<file path="src/rtl/gray_cap_pkg.sv">
package gray_cap_pkg;
  localparam int CODE_W   = 8;
  localparam int NARROW_W = 6;
  typedef logic [CODE_W-1:0] code_t;
  localparam code_t FULL_MAX   = code_t'((1 << CODE_W) - 1);
  localparam code_t NARROW_MAX = code_t'((1 << NARROW_W) - 1);

  function automatic code_t bin2gray(input code_t b);
    return b ^ (b >> 1);
  endfunction

  function automatic code_t gray2bin(input code_t g);
    code_t b;
    b[CODE_W-1] = g[CODE_W-1];
    for (int i = CODE_W - 2; i >= 0; i--) b[i] = b[i+1] ^ g[i];
    return b;
  endfunction
endpackage

</file>
<file path="src/rtl/gray_ramp_counter.sv">
module gray_ramp_counter
  import gray_cap_pkg::*;
(
  input  logic  clk_i,
  input  logic  rst_ni,
  input  logic  win_start_i,
  input  logic  count_mode_i,
  input  logic  cnt_stb_i,
  output code_t gray_o,
  output code_t full_gray_o
);
  code_t bin_q;
  logic  mode_q;
  code_t lim;

  assign lim         = mode_q ? NARROW_MAX : FULL_MAX;
  assign gray_o      = bin2gray(bin_q);
  assign full_gray_o = bin2gray(lim);

  always_ff @(posedge clk_i or negedge rst_ni) begin
    if (!rst_ni) begin
      bin_q  <= '0;
      mode_q <= 1'b0;
    end else if (win_start_i) begin
      bin_q  <= '0;
      mode_q <= count_mode_i;
    end else if (cnt_stb_i && bin_q != lim) begin
      bin_q <= bin_q + 1'b1;
    end
  end

  p_cnt_clear_r4: assert property (@(posedge clk_i) disable iff (!rst_ni)
    win_start_i |=> gray_o == '0);
  p_gray_step_r2: assert property (@(posedge clk_i) disable iff (!rst_ni)
    !win_start_i |=> $countones(gray_o ^ $past(gray_o)) <= 1);
  p_cnt_sat_r3: assert property (@(posedge clk_i) disable iff (!rst_ni)
    gray2bin(gray_o) <= lim);
endmodule

</file>
<file path="src/rtl/toggle_capture.sv">
module toggle_capture (
  input  logic clk_i,
  input  logic rst_ni,
  input  logic win_start_i,
  input  logic cmp_i,
  output logic hit_o,
  output logic taken_o
);
  logic cmp_q;

  // first edge of the window only; window-start cycle consumes any edge
  assign hit_o = (cmp_i ^ cmp_q) & ~win_start_i & ~taken_o;

  always_ff @(posedge clk_i or negedge rst_ni) begin
    if (!rst_ni) begin
      cmp_q   <= 1'b0;
      taken_o <= 1'b0;
    end else begin
      cmp_q <= cmp_i;
      if (win_start_i) taken_o <= 1'b0;
      else if (hit_o)  taken_o <= 1'b1;
    end
  end

  p_hit_once_r6: assert property (@(posedge clk_i) disable iff (!rst_ni)
    (hit_o && !win_start_i) |=> !hit_o);
endmodule

</file>
<file path="src/rtl/result_bank_pair.sv">
module result_bank_pair
  import gray_cap_pkg::*;
(
  input  logic  clk_i,
  input  logic  rst_ni,
  input  logic  win_start_i,
  input  logic  hit_i,
  input  logic  taken_i,
  input  code_t gray_i,
  input  code_t full_gray_i,
  output code_t rd_gray_o,
  output logic  rd_valid_o,
  output logic  rd_ovf_o
);
  localparam int NBANK = 2;
  logic  sel_q;
  code_t code_q  [NBANK];
  logic  valid_q [NBANK];
  logic  ovf_q   [NBANK];

  for (genvar b = 0; b < NBANK; b++) begin : g_bank
    always_ff @(posedge clk_i or negedge rst_ni) begin
      if (!rst_ni) begin
        code_q[b]  <= '0;
        valid_q[b] <= 1'b0;
        ovf_q[b]   <= 1'b0;
      end else if (win_start_i) begin
        if (sel_q == 1'(b)) begin
          valid_q[b] <= 1'b1;
          if (!taken_i) begin
            code_q[b] <= full_gray_i;
            ovf_q[b]  <= 1'b1;
          end
        end else begin
          valid_q[b] <= 1'b0;
          ovf_q[b]   <= 1'b0;
        end
      end else if (hit_i && sel_q == 1'(b)) begin
        code_q[b] <= gray_i;
      end
    end
  end

  always_ff @(posedge clk_i or negedge rst_ni) begin
    if (!rst_ni)          sel_q <= 1'b0;
    else if (win_start_i) sel_q <= ~sel_q;
  end

  assign rd_gray_o  = code_q[~sel_q];
  assign rd_valid_o = valid_q[~sel_q];
  assign rd_ovf_o   = ovf_q[~sel_q];

  p_rd_stable_r8: assert property (@(posedge clk_i) disable iff (!rst_ni)
    !win_start_i |=> $stable(rd_gray_o) && $stable(rd_ovf_o) && $stable(rd_valid_o));
  p_ovf_code_r7: assert property (@(posedge clk_i) disable iff (!rst_ni)
    rd_ovf_o |-> (rd_gray_o == bin2gray(FULL_MAX) || rd_gray_o == bin2gray(NARROW_MAX)));
endmodule

</file>
<file path="src/rtl/gray_ramp_capture.sv">
module gray_ramp_capture
  import gray_cap_pkg::*;
(
  input  logic              clk_i,
  input  logic              rst_ni,
  input  logic              win_start_i,
  input  logic              count_mode_i,
  input  logic              cnt_stb_i,
  input  logic              cmp_i,
  output logic [CODE_W-1:0] cnt_gray_o,
  output logic [CODE_W-1:0] rd_data_o,
  output logic              rd_valid_o,
  output logic              rd_ovf_o
);
  code_t gray, full_gray, rd_gray;
  logic  hit, taken;

  gray_ramp_counter i_cnt (
    .clk_i, .rst_ni, .win_start_i, .count_mode_i, .cnt_stb_i,
    .gray_o(gray), .full_gray_o(full_gray)
  );

  toggle_capture i_cap (
    .clk_i, .rst_ni, .win_start_i, .cmp_i, .hit_o(hit), .taken_o(taken)
  );

  result_bank_pair i_banks (
    .clk_i, .rst_ni, .win_start_i, .hit_i(hit), .taken_i(taken),
    .gray_i(gray), .full_gray_i(full_gray),
    .rd_gray_o(rd_gray), .rd_valid_o, .rd_ovf_o
  );

  assign cnt_gray_o = gray;
  assign rd_data_o  = gray2bin(rd_gray);

  p_valid_after_ovf_r8: assert property (@(posedge clk_i) disable iff (!rst_ni)
    rd_ovf_o |-> rd_valid_o);
endmodule

</file>
<file path="config.mk">
export PLATFORM = sky130hd
export DESIGN_NAME = gray_ramp_capture
export DESIGN_NICKNAME = d
export VERILOG_FILES = /design/src/rtl/gray_cap_pkg.sv /design/src/rtl/gray_ramp_counter.sv /design/src/rtl/toggle_capture.sv /design/src/rtl/result_bank_pair.sv /design/src/rtl/gray_ramp_capture.sv
export SDC_FILE = /design/constraint.sdc
export NUM_CORES = 1
export LEC_CHECK = 0
export ABC_AREA = 1
export BUFFER_PORTS_ARGS = -buffer_cell sky130_fd_sc_hd__buf_4
export CAP_MARGIN = 20
export CORE_ASPECT_RATIO = 0.6
export CORE_MARGIN = 4
export CORE_UTILIZATION = 30
export DETAILED_ROUTE_END_ITERATION = 16
export GPL_ROUTABILITY_DRIVEN = 0
export SETUP_SLACK_MARGIN = 0.1
export SLEW_MARGIN = 25
export SYNTH_ARGS = -nofsm -noshare
export SYNTH_HDL_FRONTEND = slang
export SYNTH_HIERARCHICAL = 1
export SYNTH_SLANG_ARGS = --single-unit
</file>
<file path="constraint.sdc">
create_clock -name clk_i -period 1.51 [get_ports clk_i]
set_input_delay 0 -clock clk_i [delete_from_list [all_inputs] [get_ports clk_i]]
set_output_delay 0 -clock clk_i [all_outputs]
set_load 0.02 [all_outputs]
</file>
[Yosys cells after proc, flatten, opt, wreduce, memory -nomap -nowiden]
Cells that the tools add are included.
Storage, ports and cells
  flip-flop bits (word level): 32
  bits of input ports: 6
  output and inout bits: 18
  logic and storage cells: 72
Cells by class
  add/sub/neg operators: 1
  order comparisons: 1
  equality and inequality tests: 6
  mux-type cells: 26
  bitwise logic cells: 16
  reduce and logical (&&, ||, !) cells: 11
Operator list (number)
  2-to-1 mux 8 bit: 13
  bitwise XOR 8 x 7 -> 8 bit: 2
  2-to-1 mux 1 bit: 13
  adder 8 x 1 -> 8 bit (second input constant): 1
  != test 8 bit: 1
  nonzero test 2 bit: 4
  bitwise XOR 1 bit: 8
  != test 2 bit (second input constant): 3
  AND reduction 3 bit: 2
  != test 2 x 1 -> 1 bit (second input constant): 2
  AND reduction 2 bit: 2
  logical AND 1 bit: 3
  inverter 1 bit: 3
  bitwise AND 1 bit: 2
  greater-or-equal comparator 2 bit (second input constant): 1
  inverter 1 -> 2 bit: 1

[Longest topological paths before layout]
  depth in word-level cells: 12
  mapped depth: 16
  mapped depth without buffers: 15

[Cells and area by module]
Netlist, hierarchy kept.
By module, submodules not included
  result_bank_pair: instances 1, cells an instance 143, area an instance 1033.5 µm², seq. area each 500.5 µm²
  gray_ramp_counter: instances 1, cells an instance 91, area an instance 696.9 µm², seq. area each 225.2 µm²
  gray_ramp_capture: instances 1, cells an instance 38, area an instance 220.2 µm², seq. area each 0.0 µm²
  toggle_capture: instances 1, cells an instance 12, area an instance 88.8 µm², seq. area each 50.0 µm²

[Worst setup path after synthesis]
Ideal clock, no wire load.
  kind: flip-flop to output port
  start: register i_banks.sel_q
  end: output port rd_data_o[0]
  arrival time: 2.032 ns
  required time: 1.510 ns
  path slack: -0.522 ns
  cell stages (with the launch flop): 17
  path buffers: 1
  path through: dfrtp_1 -> inv_2 -> buf_2 -> nand2_1 -> nand2_1 -> inv_1 -> nand2_1 -> nand3_2 -> nand2_2 -> nand2_4 -> nand2_4 -> nand2_2 -> nand3_2 -> nand2_2 -> nand2_1 -> nand3_1 -> nand2_1
On the way
  word-level cells in the longest chain between the ends: 12
RTL lines
  from (decl): RTL line result_bank_pair.sv:16  | logic sel_q;
  from (signal assigned): RTL line result_bank_pair.sv:46  | else if (win_start_i) sel_q <= ~sel_q;
  inverter 1 bit
  inverter 1 -> 2 bit: RTL line result_bank_pair.sv:49  | assign rd_gray_o = code_q[~sel_q];
  2-to-1 mux 8 bit (not written as such) (3 in series): RTL line result_bank_pair.sv:49
  net rd_data_o[7]: RTL line gray_ramp_capture.sv:11  | output logic [CODE_W-1:0] rd_data_o,
  bitwise XOR 1 bit (3 in series): RTL line gray_cap_pkg.sv:15  | for (int i = CODE_W - 2; i >= 0; i--) b[i] = b[i+1] ^ g[i];
  net rd_data_o[4]: RTL line gray_ramp_capture.sv:11
  bitwise XOR 1 bit (2 in series): RTL line gray_cap_pkg.sv:15
  net rd_data_o[2]: RTL line gray_ramp_capture.sv:11
  bitwise XOR 1 bit (2 in series): RTL line gray_cap_pkg.sv:15
  to (decl): RTL line gray_ramp_capture.sv:11
The timed path passes the listed nets, and every way through them passes these cells. The select of a mux whose other input is x is not followed.

[Worst setup path after layout]
  start: register i_banks.sel_q
  end: output port rd_data_o[0]
On the way
  word-level cells in the longest chain between the ends: 12
RTL lines (RTL line)
  inverter 1 bit (*)
  inverter 1 -> 2 bit (*): result_bank_pair.sv:49
  2-to-1 mux 8 bit (not written as such) (*) (3 in series): result_bank_pair.sv:49
  bitwise XOR 1 bit (6 in series): gray_cap_pkg.sv:15
  bitwise XOR 1 bit (*): gray_cap_pkg.sv:15
Mark *: on every way between the ends. The rest lies on a longest branch, timed or not. The select of a mux whose other input is x is not followed.

==> impl_metrics.tcl <==
set metrics [dict create \
    status "complete, but fails checks" \
    violations "negative setup slack" \
    critical_path_class "flip-flop to primary output" \
    gr-total-overflow 0 \
    layout_commonest_cell "nand2_1" \
    yosysWarnings 6 \
    antenna_left 0 \
    drc 0 \
    yosysSeqAreaShare_pct 38.0 \
    area_growth_syn_to_layout_pct 40.2 \
    track_usage_pct 13.1 \
    ir_drop_v 0.000922 \
    grt_max_degree 32 \
    syn_area_um2 2040 \
    cts_made_buffers 5 \
    cap_violations 0 \
    power.density_nw_per_um2 2410 \
    fin_area_um2 2860 \
    htree_levels 2 \
    cts_tree "built" \
    vias 1943 \
    grt_antenna_before_repair 0 \
    pin_count 24 \
    finalSetupTns_ps -2160 \
    rows 22 \
    dp_hpwl_um 3640 \
    drt_first_pass_iters 4 \
    required_ps 1510 \
    cp.arrival_ps 1990 \
    vias_per_cell 4.63 \
    core_area_um2 6360 \
    holdCritPathClass "input port to flip-flop" \
    fin_crit_ps 1990 \
    initial_core_util_pct 32.1 \
    fp.dieW_um 114 \
    fin_crit_sh_pct 132 \
    diodes 0 \
    hold_viol 0 \
    rsz0062_at_grt "true" \
    syn_area_per_cell_um2 7.18 \
    numPortBuffers 23 \
    detail_route.wl_per_cell_um 11.8 \
    clock_sinks 31 \
    crit_path_start_kind "flip-flop" \
    drt_wl_total_um 4940 \
    final_cell_mix "105 x nand2_1, 42 x buf_4, 30 x dfrtp_1, 29 x nand3_1, 15 x inv_1" \
    crit_path_max_fanout 5 \
    fmax_mhz 503 \
    placed_area_um2 2420 \
    grt_pass1_wl_um 8490 \
    root_buffer "clkbuf_16" \
    drv_slew 0 \
    yosysUniqueCellTypes 23 \
    hold_ws_ps 44.0 \
    cts_buffer_depth 2 \
    fp.dieH_um 71.9 \
    syn-instance-count 284 \
    yosys_register_bits 31 \
    setup_viol 7 \
    grt_pass1_vias 1846 \
    end_kind "primary output" \
    final_nets 347 \
    drive_gt1_share_pct 34.2 \
    first_iter_violations 87 \
    skew_ps 4.50 \
    timing.final.ws_setup_ps -479 \
    clock_latency_ps 280 \
    p_leak_nw 1.56 \
    dieArea_um2 8220 \
    clkTransAtPathRegs_ps 50 \
]
worst max-delay path, cell delays in order (launching register included):
cell	delay [ps]
dfrtp_2	450
inv_4	110
nand2_4	60
nand2_4	100
inv_4	50
nand2_4	60
nand3_4	100
nand2_4	90
nand2_4	70
nand2_4	100
nand2_4	60
nand3_1	90
nand3_2	110
nand3_2	80
nand2_2	50
buf_6	120
report_power, final:
group,switching (mW),internal (mW),leakage (nW)
Sequential,0.183,1.09,0.401
Clock,0.352,0.608,0.0679
Combinational,2.49,2.15,1.09
Total,3.03,3.85,1.56
path summary, 6_finish.rpt:
path / cells after the start / endpoint / slack, ps / start
min in group asynchronous: 2 / i_banks/code_q[12] / 200 / rst_ni
max: 15 / rd_data_o[0] / -480 / i_banks/sel_q
max reg2reg: 8 / i_cnt/bin_q[6] / 210 / i_cnt/bin_q[0]
max in group asynchronous: 2 / i_banks/sel_q / 990 / rst_ni
min reg2reg: 2 / i_banks/code_q[9] / 480 / i_banks/code_q[9]
min: 3 / i_cnt/bin_q[0] / 40 / cnt_stb_i
layout make-up:
type | count | area [um^2]
multi-input combinational | 218 | 1300
timing repair buffer | 53 | 435
clock inverter | 1 | 5.00
tap | 84 | 105
fill | 665 | 3500
sequential | 31 | 777
clock buffer | 7 | 133
inverter | 26 | 105
metrics by stage:
stage,utilization (%),worst slack (ps),instances,power (mW)
CTS,42.8,-440,418,6.49
global route,45.0,-606,420,7.42
detailed placement,38.0,-256,402,4.77
global placement,38.0,-185,402,4.73
floorplan,-,-267,289,3.41
finish,45.0,-479,420,6.88
synth_stat cells (all sizes together):
| master | number | area [um^2] |
|---|---|---|
| buf | 14 | 95.1 |
| nor2 | 15 | 71.3 |
| o21a | 1 | 7.51 |
| clkinv | 1 | 3.75 |
| xor2 | 4 | 35.0 |
| conb | 1 | 3.75 |
| a21oi | 2 | 10.0 |
| o21ai | 5 | 25.0 |
| ha | 6 | 75.1 |
| dfrtp | 31 | 776 |
| nand3 | 44 | 270 |
| nand4 | 3 | 18.8 |
| inv | 25 | 93.8 |
| nand2 | 132 | 554 |
sequential cells by signal, indices dropped and copies added, names as in the netlist:
name and flops:
i_cnt/bin_q 8, i_cap/taken_o 1, i_banks/valid_q 1, i_banks/code_q 16, i_cap/cmp_q 1, i_banks/ovf_q 2, i_cnt/mode_q 1, i_banks/sel_q 1
layer usage:
layer	track usage (%)	share of wire, %
met3	4.39	6.6
met2	18.4	43
met4	4.61	1.4
met5	0	0
met1	18.6	49
what timing repair did:
action                                 in CTS  in global routing
resized for setup                          24                 28
hold buffers                                3                  0
setup endpoints to repair                  10                 31
pin swaps                                  11                 15
buffers inserted                            5                  3
gates cloned                                0                  0
endpoints found under the hold margin      33                  0
cells by family (layout without fill, tap and decap cells):
group	after synthesis	after routing	synth area share [%]
AOI/OAI and AO/OA	8	8	2.09
adders and majority gates	6	6	3.68
DFF	31	31	38.0
buffers and inverters	40	87	9.45
and+or+nand+nor	194	194	44.8
other	1	6	0.184
xor gates and xnor gates	4	4	1.72
No activity file was read; power rests on OpenSTA's default activity.
